$ cat src/rtl/stash_pkg.sv
package stash_pkg;
  // Slot index width covers the supported depth range up to 16.
  localparam int SLOT_W = 4;
  typedef logic [SLOT_W-1:0] slot_t;

  typedef struct packed {
    logic  insEn;
    slot_t insSlot;
    logic  hitClr;
    slot_t hitSlot;
    logic  drainClr;
    slot_t drainSlot;
  } stashStrb_t;
endpackage

$ cat src/rtl/stash_store.sv
module stash_store
  import stash_pkg::*;
#(
  parameter int DEPTH  = 8,
  parameter int ADDR_W = 26,
  parameter int DATA_W = 64
) (
  input  logic              clk,
  input  logic              rstN,
  input  stashStrb_t        strb,
  input  logic [ADDR_W-1:0] insAddr,
  input  logic [DATA_W-1:0] insData,
  input  logic [ADDR_W-1:0] lookAddr,
  output logic [DEPTH-1:0]  validVec,
  output logic              anyMatch,
  output slot_t             matchSlot,
  output slot_t             freeSlot,
  output slot_t             oldSlot,
  output logic [ADDR_W-1:0] oldAddr,
  output logic [DATA_W-1:0] oldData,
  output logic [DATA_W-1:0] respData
);
  localparam int CNT_W = $clog2(DEPTH + 1);

  logic [ADDR_W-1:0] tagArr  [DEPTH];
  logic [DATA_W-1:0] dataArr [DEPTH];
  slot_t             rankArr [DEPTH];
  slot_t             decArr  [DEPTH];
  logic [DEPTH-1:0]  killVec;
  logic [DATA_W-1:0] matchData;
  logic [CNT_W-1:0]  liveCnt, insRank;
  slot_t             hitRank, drainRank;
  logic              insBusy;

  // Associative match, free-slot pick, oldest-line pick.
  always_comb begin
    anyMatch  = 1'b0;
    matchSlot = '0;
    matchData = '0;
    oldSlot   = '0;
    oldAddr   = '0;
    oldData   = '0;
    hitRank   = '0;
    drainRank = '0;
    insBusy   = 1'b0;
    for (int i = 0; i < DEPTH; i++) begin
      if (validVec[i] && tagArr[i] == lookAddr) begin
        anyMatch  = 1'b1;
        matchSlot = slot_t'(i);
        matchData = dataArr[i];
      end
      if (validVec[i] && rankArr[i] == '0) begin
        oldSlot = slot_t'(i);
        oldAddr = tagArr[i];
        oldData = dataArr[i];
      end
      if (strb.hitSlot == slot_t'(i))   hitRank   = rankArr[i];
      if (strb.drainSlot == slot_t'(i)) drainRank = rankArr[i];
      if (strb.insEn && strb.insSlot == slot_t'(i) && validVec[i]) insBusy = 1'b1;
    end
    freeSlot = '0;
    for (int i = DEPTH - 1; i >= 0; i--) begin
      if (!validVec[i]) freeSlot = slot_t'(i);
    end
  end

  // Removal and rank shift for surviving lines.
  always_comb begin
    for (int i = 0; i < DEPTH; i++) begin
      killVec[i] = (strb.hitClr && strb.hitSlot == slot_t'(i)) ||
                   (strb.drainClr && strb.drainSlot == slot_t'(i));
      decArr[i]  = slot_t'(strb.hitClr && hitRank < rankArr[i]) +
                   slot_t'(strb.drainClr && drainRank < rankArr[i]);
    end
  end

  assign liveCnt = CNT_W'($countones(validVec));
  assign insRank = liveCnt - CNT_W'(strb.hitClr) - CNT_W'(strb.drainClr);

  always_ff @(posedge clk or negedge rstN) begin
    if (!rstN) begin
      validVec <= '0;
      respData <= '0;
    end else begin
      respData <= strb.hitClr ? matchData : '0;
      for (int i = 0; i < DEPTH; i++) begin
        if (strb.insEn && strb.insSlot == slot_t'(i)) validVec[i] <= 1'b1;
        else if (killVec[i])                          validVec[i] <= 1'b0;
      end
    end
  end

  always_ff @(posedge clk) begin
    for (int i = 0; i < DEPTH; i++) begin
      if (strb.insEn && strb.insSlot == slot_t'(i)) begin
        tagArr[i]  <= insAddr;
        dataArr[i] <= insData;
        rankArr[i] <= slot_t'(insRank);
      end else if (validVec[i] && !killVec[i]) begin
        rankArr[i] <= rankArr[i] - decArr[i];
      end
    end
  end

  // the control only ever fills a slot that is empty.
  a_r2_insert_free: assert property (@(posedge clk) disable iff (!rstN) !insBusy);

  // a removed line is gone in the following cycle.
  a_r4_removed_gone: assert property (@(posedge clk) disable iff (!rstN)
    rstN && (|killVec) |=> (validVec & $past(killVec)) == '0);

  // line count follows inserts and removals exactly.
  a_r10_count_track: assert property (@(posedge clk) disable iff (!rstN)
    rstN |=> CNT_W'($countones(validVec)) == $past(insRank) + CNT_W'($past(strb.insEn)));

  // drain and hit never remove the same slot together.
  a_r9_single_clear: assert property (@(posedge clk) disable iff (!rstN)
    strb.hitClr && strb.drainClr |-> strb.hitSlot != strb.drainSlot);
endmodule

$ cat src/rtl/stash_ctrl.sv
module stash_ctrl
  import stash_pkg::*;
#(
  parameter int DEPTH = 8
) (
  input  logic             clk,
  input  logic             rstN,
  input  logic             victimValid,
  input  logic             lookupValid,
  input  logic             l2WrReady,
  input  logic [DEPTH-1:0] validVec,
  input  logic             anyMatch,
  input  slot_t            matchSlot,
  input  slot_t            freeSlot,
  input  slot_t            oldSlot,
  output stashStrb_t       strb,
  output logic             victimReady,
  output logic             l2WrValid,
  output logic             respValid,
  output logic             respHit
);
  logic full, drainAcc, lookHit, hitOnOld;

  assign full        = &validVec;
  assign victimReady = !full;
  assign l2WrValid   = full;
  assign drainAcc    = full && l2WrReady;
  assign lookHit     = lookupValid && anyMatch;
  assign hitOnOld    = lookHit && matchSlot == oldSlot;

  always_comb begin
    strb.insEn     = victimValid && !full;
    strb.insSlot   = freeSlot;
    // An accepted write takes the oldest line; a lookup on it then misses.
    strb.hitClr    = lookHit && !(drainAcc && hitOnOld);
    strb.hitSlot   = matchSlot;
    strb.drainClr  = drainAcc;
    strb.drainSlot = oldSlot;
  end

  always_ff @(posedge clk or negedge rstN) begin
    if (!rstN) begin
      respValid <= 1'b0;
      respHit   <= 1'b0;
    end else begin
      respValid <= lookupValid;
      respHit   <= strb.hitClr;
    end
  end

  // every lookup is answered in the next cycle, and only then.
  a_r3_resp_next: assert property (@(posedge clk) disable iff (!rstN)
    rstN |=> respValid == $past(lookupValid));

  // an unaccepted offer persists while nothing else frees a slot.
  a_r6_offer_held: assert property (@(posedge clk) disable iff (!rstN)
    l2WrValid && !l2WrReady && !lookupValid |=> l2WrValid);

  // a hit on the offered line withdraws the write.
  a_r8_cancel: assert property (@(posedge clk) disable iff (!rstN)
    l2WrValid && !l2WrReady && lookupValid && anyMatch && matchSlot == oldSlot
    |=> respHit && !l2WrValid);

  // an accepted write wins over a same-cycle lookup of that line.
  a_r9_accept_wins: assert property (@(posedge clk) disable iff (!rstN)
    l2WrValid && l2WrReady && lookupValid && anyMatch && matchSlot == oldSlot
    |=> respValid && !respHit);
endmodule

$ cat src/rtl/victim_stash.sv
module victim_stash
  import stash_pkg::*;
#(
  parameter int DEPTH  = 8,
  parameter int ADDR_W = 26,
  parameter int DATA_W = 64
) (
  input  logic              clk,
  input  logic              rstN,
  input  logic              victimValid,
  input  logic [ADDR_W-1:0] victimAddr,
  input  logic [DATA_W-1:0] victimData,
  output logic              victimReady,
  input  logic              lookupValid,
  input  logic [ADDR_W-1:0] lookupAddr,
  output logic              respValid,
  output logic              respHit,
  output logic [DATA_W-1:0] respData,
  output logic              l2WrValid,
  output logic [ADDR_W-1:0] l2WrAddr,
  output logic [DATA_W-1:0] l2WrData,
  input  logic              l2WrReady
);
  stashStrb_t       strb;
  logic [DEPTH-1:0] validVec;
  logic             anyMatch;
  slot_t            matchSlot, freeSlot, oldSlot;

  stash_ctrl #(.DEPTH(DEPTH)) u_ctrl (
    .clk(clk), .rstN(rstN), .victimValid(victimValid), .lookupValid(lookupValid),
    .l2WrReady(l2WrReady), .validVec(validVec), .anyMatch(anyMatch),
    .matchSlot(matchSlot), .freeSlot(freeSlot), .oldSlot(oldSlot), .strb(strb),
    .victimReady(victimReady), .l2WrValid(l2WrValid), .respValid(respValid),
    .respHit(respHit)
  );

  stash_store #(.DEPTH(DEPTH), .ADDR_W(ADDR_W), .DATA_W(DATA_W)) u_store (
    .clk(clk), .rstN(rstN), .strb(strb), .insAddr(victimAddr), .insData(victimData),
    .lookAddr(lookupAddr), .validVec(validVec), .anyMatch(anyMatch),
    .matchSlot(matchSlot), .freeSlot(freeSlot), .oldSlot(oldSlot),
    .oldAddr(l2WrAddr), .oldData(l2WrData), .respData(respData)
  );

  // the offered line does not change while it waits and no lookup runs.
  a_r6_offer_stable: assert property (@(posedge clk) disable iff (!rstN)
    l2WrValid && !l2WrReady && !lookupValid |=> $stable(l2WrAddr) && $stable(l2WrData));
endmodule

$ cat config.mk
export PLATFORM = sky130hd
export DESIGN_NAME = victim_stash
export DESIGN_NICKNAME = d
export VERILOG_FILES = /design/src/rtl/stash_pkg.sv /design/src/rtl/stash_store.sv /design/src/rtl/stash_ctrl.sv /design/src/rtl/victim_stash.sv
export SDC_FILE = /design/constraint.sdc
export NUM_CORES = 2
export LEC_CHECK = 0
export ABC_AREA = 1
export BUFFER_PORTS_ARGS = -buffer_cell sky130_fd_sc_hd__buf_2
export CAP_MARGIN = 20
export CORE_UTILIZATION = 31
export DETAILED_ROUTE_END_ITERATION = 8
export GPL_ROUTABILITY_DRIVEN = 0
export HOLD_SLACK_MARGIN = 0.02
export PLACE_DENSITY = 0.52
export SLEW_MARGIN = 20
export SYNTH_ARGS = -nofsm -noshare
export SYNTH_HDL_FRONTEND = slang
export SYNTH_HIERARCHICAL = 1
export SYNTH_SLANG_ARGS = --single-unit
export TNS_END_PERCENT = 1
$ cat constraint.sdc
create_clock -name clk -period 7.2 [get_ports clk]
set_clock_uncertainty 0.1 [all_clocks]
set_input_delay 1.44 -clock clk [delete_from_list [all_inputs] [get_ports clk]]
set_output_delay 1.44 -clock clk [all_outputs]
set_load 0.1 [all_outputs]
==> Word-level counts from Yosys, hierarchy flattened <==
Memories as Yosys holds them, arrays and structs flattened.
Index checks and enable logic that the tools add are counted.
{ "word_totals": {"word_cells": 392, "inputBits": 121, "register_bits": 74, "n_memories": 3, "mem_bits_rw": 752} }
{ "memory_table": {"columns": ["name", "depth", "width", "rd", "rd_ports_with_merged_regs", "write_ports", "line", "source"], "rows": [
  ["u_store.dataArr", 8, 64, 8, 0, 1, "stash_store.sv:26", "logic [DATA_W-1:0] dataArr [DEPTH];"],
  ["u_store.tagArr", 8, 26, 8, 0, 1, "stash_store.sv:25", "logic [ADDR_W-1:0] tagArr [DEPTH];"],
  ["u_store.rankArr", 8, 4, 8, 0, 8, "stash_store.sv:27", "slot_t rankArr [DEPTH];"]
]} }
{ "op_classes": {"magnitude_cmp": 16, "n_reduce_logical": 122, "bitwise_logic": 8, "n_mux": 177, "addsub": 25, "eq_ne": 30} }
{ "op_table": {"columns": ["cell", "n"], "rows": [
  ["two-way mux 64 bit", 24],
  ["OR reduction 64 bit", 7],
  ["two-way mux 26 bit", 15],
  ["== test 26 bit", 8],
  ["OR reduction 26 bit", 7],
  ["two-way mux 4 bit", 24],
  ["two-way mux 3 bit", 30],
  ["two-way mux 1 bit", 80],
  ["logical AND 1 bit", 70],
  ["< comparator 4 bit", 16],
  ["logical NOT 4 bit", 11],
  ["== test 3 bit, second input constant", 12],
  ["subtractor 4 bit", 8],
  ["adder 1 x 1 -> 2 bit", 12],
  ["== test 3 x 2 -> 1 bit, second input constant", 6],
  ["nonzero test 2 bit", 8],
  ["adder 4 bit", 3],
  ["logical NOT 1 bit", 10],
  ["== test 3 x 1 -> 1 bit, second input constant", 3],
  ["logical OR 1 bit", 8],
  ["two-way mux 2 bit", 4],
  ["OR 1 bit", 8],
  ["AND reduction 8 bit", 1],
  ["subtractor 4 x 1 -> 4 bit", 2],
  ["== test 4 bit", 1]
]} }

==> Logic depth before layout (Yosys ltp) <==
An unclocked memory read counts as a cell.
{ "logic_depth": {"word_depth": 24, "ltp_mapped": 39} }

==> Hierarchy <==
The synthesis kept the hierarchy.
{ "by_module_without_submodules": {"columns": ["mod", "area_per_inst_um2", "n_inst", "seq_area_each_um2", "cells_per_inst"], "rows": [
  ["stash_store", 44502.7, 1, 24383.4, 4676],
  ["stash_ctrl", 300.3, 1, 50.0, 54]
]} }

==> Least setup slack after synthesis <==
Ideal clock, no wire load.
{ "synth_path": {"path_type": "reg2reg", "from": "reg u_store.validVec[1]", "to": "mem u_store/rankArr[0][11] (netlist name), data pin", "slack_ps": -507, "path_stages_with_launch": 14, "arrival_ps": 7336, "required_time_ps": 6828, "setup_ps": 272, "period_less_slack_ps": 7707, "cell_sequence": "dfrtp_1 -> nand2_1 -> inv_1 -> nand3_1 -> inv_1 -> nor2_1 -> nor3b_1 -> inv_1 -> nor2_1 -> inv_1 -> nand4_1 -> inv_1 -> nand2_1 -> o21ai_0"} }
{ "synth_rtl": {"columns": ["item", "line", "source"], "rows": [
  ["from (decl)", "stash_store.sv:14", "output logic [DEPTH-1:0] validVec,"],
  ["from (signal assigned)", "stash_store.sv:82", "validVec <= '0;"],
  ["from (signal, indexed assignment)", "stash_store.sv:87", "if (strb.insEn && strb.insSlot == slot_t'(i)) validVec[i] <= 1'b1;"],
  ["from (signal, indexed assignment)", "stash_store.sv:88", "else if (killVec[i]) validVec[i] <= 1'b0;"],
  ["to (decl)", "stash_store.sv:27", null]
]} }

==> Final worst setup path <==
{ "layout_path": {"from": "reg u_store.validVec[3]", "to": "out l2WrAddr[7]"} }
{ "layout_between": {"elab_chain_len": 6} }
{ "layout_rtl": {"columns": ["item", "line", "source"], "rows": [
  ["logical AND 1 bit", "stash_store.sv:52", "if (validVec[i] && rankArr[i] == '0) begin"],
  ["two-way mux 26 bit (5 in a row)", "stash_store.sv:52", null],
  ["to (decl)", "victim_stash.sv:20", "output logic [ADDR_W-1:0] l2WrAddr,"]
]} }
No other way between the ends.

==> metrics.yaml <==
detailed_routing:
  drt-pass1-iter-count: 9
  detail_route.wirelength_um: 174300
  drtAntennaViolNets: 0
  viasPerCell: 5.454
  routedWlPerCell_um: 25.30
  drc_markers: 4
  drt_iter0_markers: 3999
  dr_total_vias: 37590
sta:
  upper_clock_frequency_limit_ghz: 0.1502
  max-slew-margin-rel_pct: 24.70
  finalMaxSlewViolations: 0
  grt_setup_unrepaired: "no"
  final-hold-violation-count: 0
  tightest_slew_ns: 1.129
  min_period_ns: 6.658
  total_neg_setup_slack_ns: 0
  fin_crit_sh_pct: 92.48
  postLayoutSetupSlackWorst_ns: 0.5417
  finalSetupViolCount: 0
place:
  dpl_cell_area_um2: 47760
  pre_cts_ws_ns: 0.2472
  post-dp-hpwl_um: 112500
  numPortBuffers: 278
power_and_ir_drop:
  p_sw_share_pct: 46.82
  internal_power_mw: 10.30
  pwr-share-seq_pct: 32.2
  comb_power_share_pct: 43.2
  ir_worst_vdd_v: 0.0004889
  switching_power_mw: 9.073
  power-per-cell-area_nw_per_um2: 381.2
  share_clk_of_total_power_pct: 24.6
  total_leakage_power_nw: 19.91
setup_path:
  path_depth: 12
  endpoint_of_the_most_critical_setup_path: "l2WrAddr[7]"
  crit_chain: "inv_1 -> nor2_1 -> nand3_4 -> inv_4 -> buf_4 -> a21oi_1 -> nand2_1 -> o21ai_0 -> o21ai_0 -> o21ai_0 -> o21ai_0 -> buf_2"
  ff2ff_setup_slack_ns: 1.12
  worst_ep_arrival_time_ns: 5.12
  timing.setup.critical_path_class: "flip-flop to output port"
  timing.critical_path.required_ns: 5.66
  timing.critical_path.mode_cell: "o21ai_0"
  worstRegToRegCells: 25
  cp-startpoint: "u_store/validVec[3]"
  crit_path_top_delay_cell: "o21ai_0"
  critical_path.startpoint_type: "flip-flop"
  reg2reg_to: "u_store/rankArr[0][3]"
  crit_fanout: 41
  critPathBufInv: 4
  worstReg2RegStart: "u_store/validVec[6]"
  worst_path_dominant_cell_family: "buffers and inverters"
  crit_path_max_incr_delay_ns: 0.71
  crit_path_end_kind: "output port"
clock_network:
  clock_insertion_delay_worst_skew_ns: 0.73
  path_clk_slew_ns: 0.06
  tritoncts_clock_tree: "yes"
  h_tree_levels: 3
  cts_hold_buffers: 0
  clock_tree.root_cell: "clkbuf_16"
  clkSinkCount: 826
  number_of_cts_inserted_buffers: 94
  cts_max_path_buffers: 3
grt:
  grt_usage_pct: 23.21
  grt_antenna_before_repair: 25
  grt_pass1_vias: 35980
  grt_pass1_wl_um: 250600
  gr-total-overflow: 0
  maximum_number_of_pins_on_one_net_before_global_route_repair: 96
die:
  die_h_um: 382.2
  num_io_pins: 279
  die_area_um2: 146100
  coreArea_um2: 143500
  die_width_um: 382.2
  initial_standard_cell_utilization_of_the_core_pct: 31.23
  fp-row-count: 139
cells_and_area:
  finished_core_util_pct: 35.43
  layout_common_cells: "nand2_1 (1138), edfxtp_1 (752), o21ai_0 (394)"
  most_common_cell_after_layout_fill_and_taps_aside: "nand2_1"
  layout.filler_cells: 14450
  area.growth.synth_to_final_pct: 13.45
  post_layout_instance_area_um2: 50830
  num-nets-final: 5113
  area_of_combinational_cells_with_multiple_inputs_um2: 17090
  drive_above_1_share_pct: 15.32
  area.sequential_um2: 24430
synthesis:
  ys_warn_count: 6
  syn-mean-instance-area_um2: 9.472
  ys_seq_elements: 826
  seq_area_frac_synth_pct: 54.54
  mappedNetlistArea_um2: 44800
  synthDistinctLibCells: 58
  netlist_instances: 4730
outcome:
  failing_checks: "DRC"
  outcome: "finished, violations left"
worst_hold_path:
  count_of_cells_along_the_worst_hold_path: 4
  hold_path_class: "flip-flop to flip-flop"
flow_run:
  max-cap-violations: 0
[registers in the layout, indices dropped and copies added (netlist names)]
signal	count
u_ctrl/respHit	1
u_store/rankArr	32
u_ctrl/respValid	1
u_store/tagArr	208
u_store/respData	64
u_store/validVec	8
u_store/dataArr	512
[worst min-delay path, delay by kind of cell, from the launching register on]
family | cells | cell delay [ns]
DFF | 1 | 0.35
AOI/OAI and AO/OA | 2 | 0.10
buffers and inverters | 1 | 0.08
and+or+nand+nor | 1 | 0.07
[worst min path at each step]
| stage | slack, ns | start | to |
|---|---|---|---|
| 2_1_floorplan | 0.44 | u_store/dataArr[1][254] | u_store/respData[62] |
| 3_3_place_gp | 0.51 | u_store/dataArr[1][175] | u_store/respData[47] |
| 3_5_place_dp | 0.51 | u_store/dataArr[1][140] | u_store/respData[12] |
| 4_1_cts | 0.52 | u_store/dataArr[1][248] | u_store/respData[56] |
| 5_1_grt | 0.56 | u_store/dataArr[1][165] | u_store/respData[37] |
| 6_report | 0.53 | u_store/dataArr[1][248] | u_store/respData[56] |
[power groups by stage]
stage	sequential [mW]	clock (mW)	combinational [mW]
floorplan	6.23	0	6.04
global placement	6.32	0	8.26
detailed placement	6.32	0	8.32
CTS	6.23	4.85	8.35
global route	6.28	5.02	8.94
finish	6.24	4.76	8.38
[repair_timing]
| action | in CTS | in global routing |
|---|---|---|
| setup endpoints to repair | 0 | 1 |
| resized for setup | 0 | 1 |
| buffers inserted | 0 | 0 |
[through the flow]
step / std cells / power, mW / hold WS (ns)
final: 6891 / 19.38 / 0.5255
after global routing: 6886 / 20.24 / 0.5628
after CTS: 6884 / 19.43 / 0.5230
after detailed placement: 6709 / 14.65 / 0.5150
after global placement: 6709 / 14.58 / 0.5066
after floorplan: 4732 / 12.27 / 0.4446
[synth_stat cells (all sizes together)]
library cell / count / share of area, %
nor3: 18 / 0.22
a221oi: 3 / 0.059
buf: 192 / 3.2
ha: 75 / 2.1
a311oi: 71 / 1.4
o2111ai: 6 / 0.12
nand2: 1149 / 9.7
edfxtp: 752 / 50
xor2: 39 / 0.76
or2: 6 / 0.084
clkinv: 2 / 0.017
o211ai: 89 / 1.5
nand3: 186 / 2.8
o22ai: 51 / 0.71
fa: 14 / 0.63
nor3b: 3 / 0.050
o311ai: 11 / 0.22
nor2: 364 / 3.2
o31ai: 1 / 0.017
nand3b: 64 / 1.1
a22o: 2 / 0.039
nor4: 21 / 0.31
o221ai: 17 / 0.33
dfrtp: 74 / 4.1
inv: 424 / 3.6
a22oi: 11 / 0.18
nor4b: 2 / 0.039
a31oi: 1 / 0.014
o21bai: 1 / 0.017
conb: 1 / 0.0084
a21boi: 2 / 0.034
and3: 2 / 0.028
o21ai: 458 / 5.1
a21oi: 392 / 5.2
nand4: 46 / 0.64
and2: 1 / 0.014
nand2b: 1 / 0.014
xnor2: 42 / 0.82
clkbuf: 109 / 0.91
a211oi: 27 / 0.46
[area by class of cell]
class	instances	share of cell area [%]
sequential	826	48.07
multi-input combinational	3179	33.63
clock buffer	128	5.216
tap	1903	4.684
timing repair buffer	376	4.436
inverter	426	3.180
clock inverter	47	0.7582
antenna	6	0.02954
[per-layer routing]
metal  up-vias  routed length (um)  global-route usage, %
li1      16770                   -                      -
met1     18300               72610                  31.32
met2      2029               77480                  35.74
met3       472               16260                  4.653
met4        18                7872                  10.59
met5         -                 107                      0
[logic make-up (layout without fill, tap and decap cells)]
kind of cell,Yosys count,in the layout,synth area share (%)
AO/OA/AOI/OAI,1143,1143,15.39
XOR/XNOR,81,81,1.583
AND/OR/NAND/NOR,1863,1863,18.07
adder cells (fa/ha/maj),89,89,2.720
other,1,9,0.008370
flip-flops,826,826,54.54
buffers and inverters,727,977,7.691
Note: power is estimated with default switching activity, not from simulation.
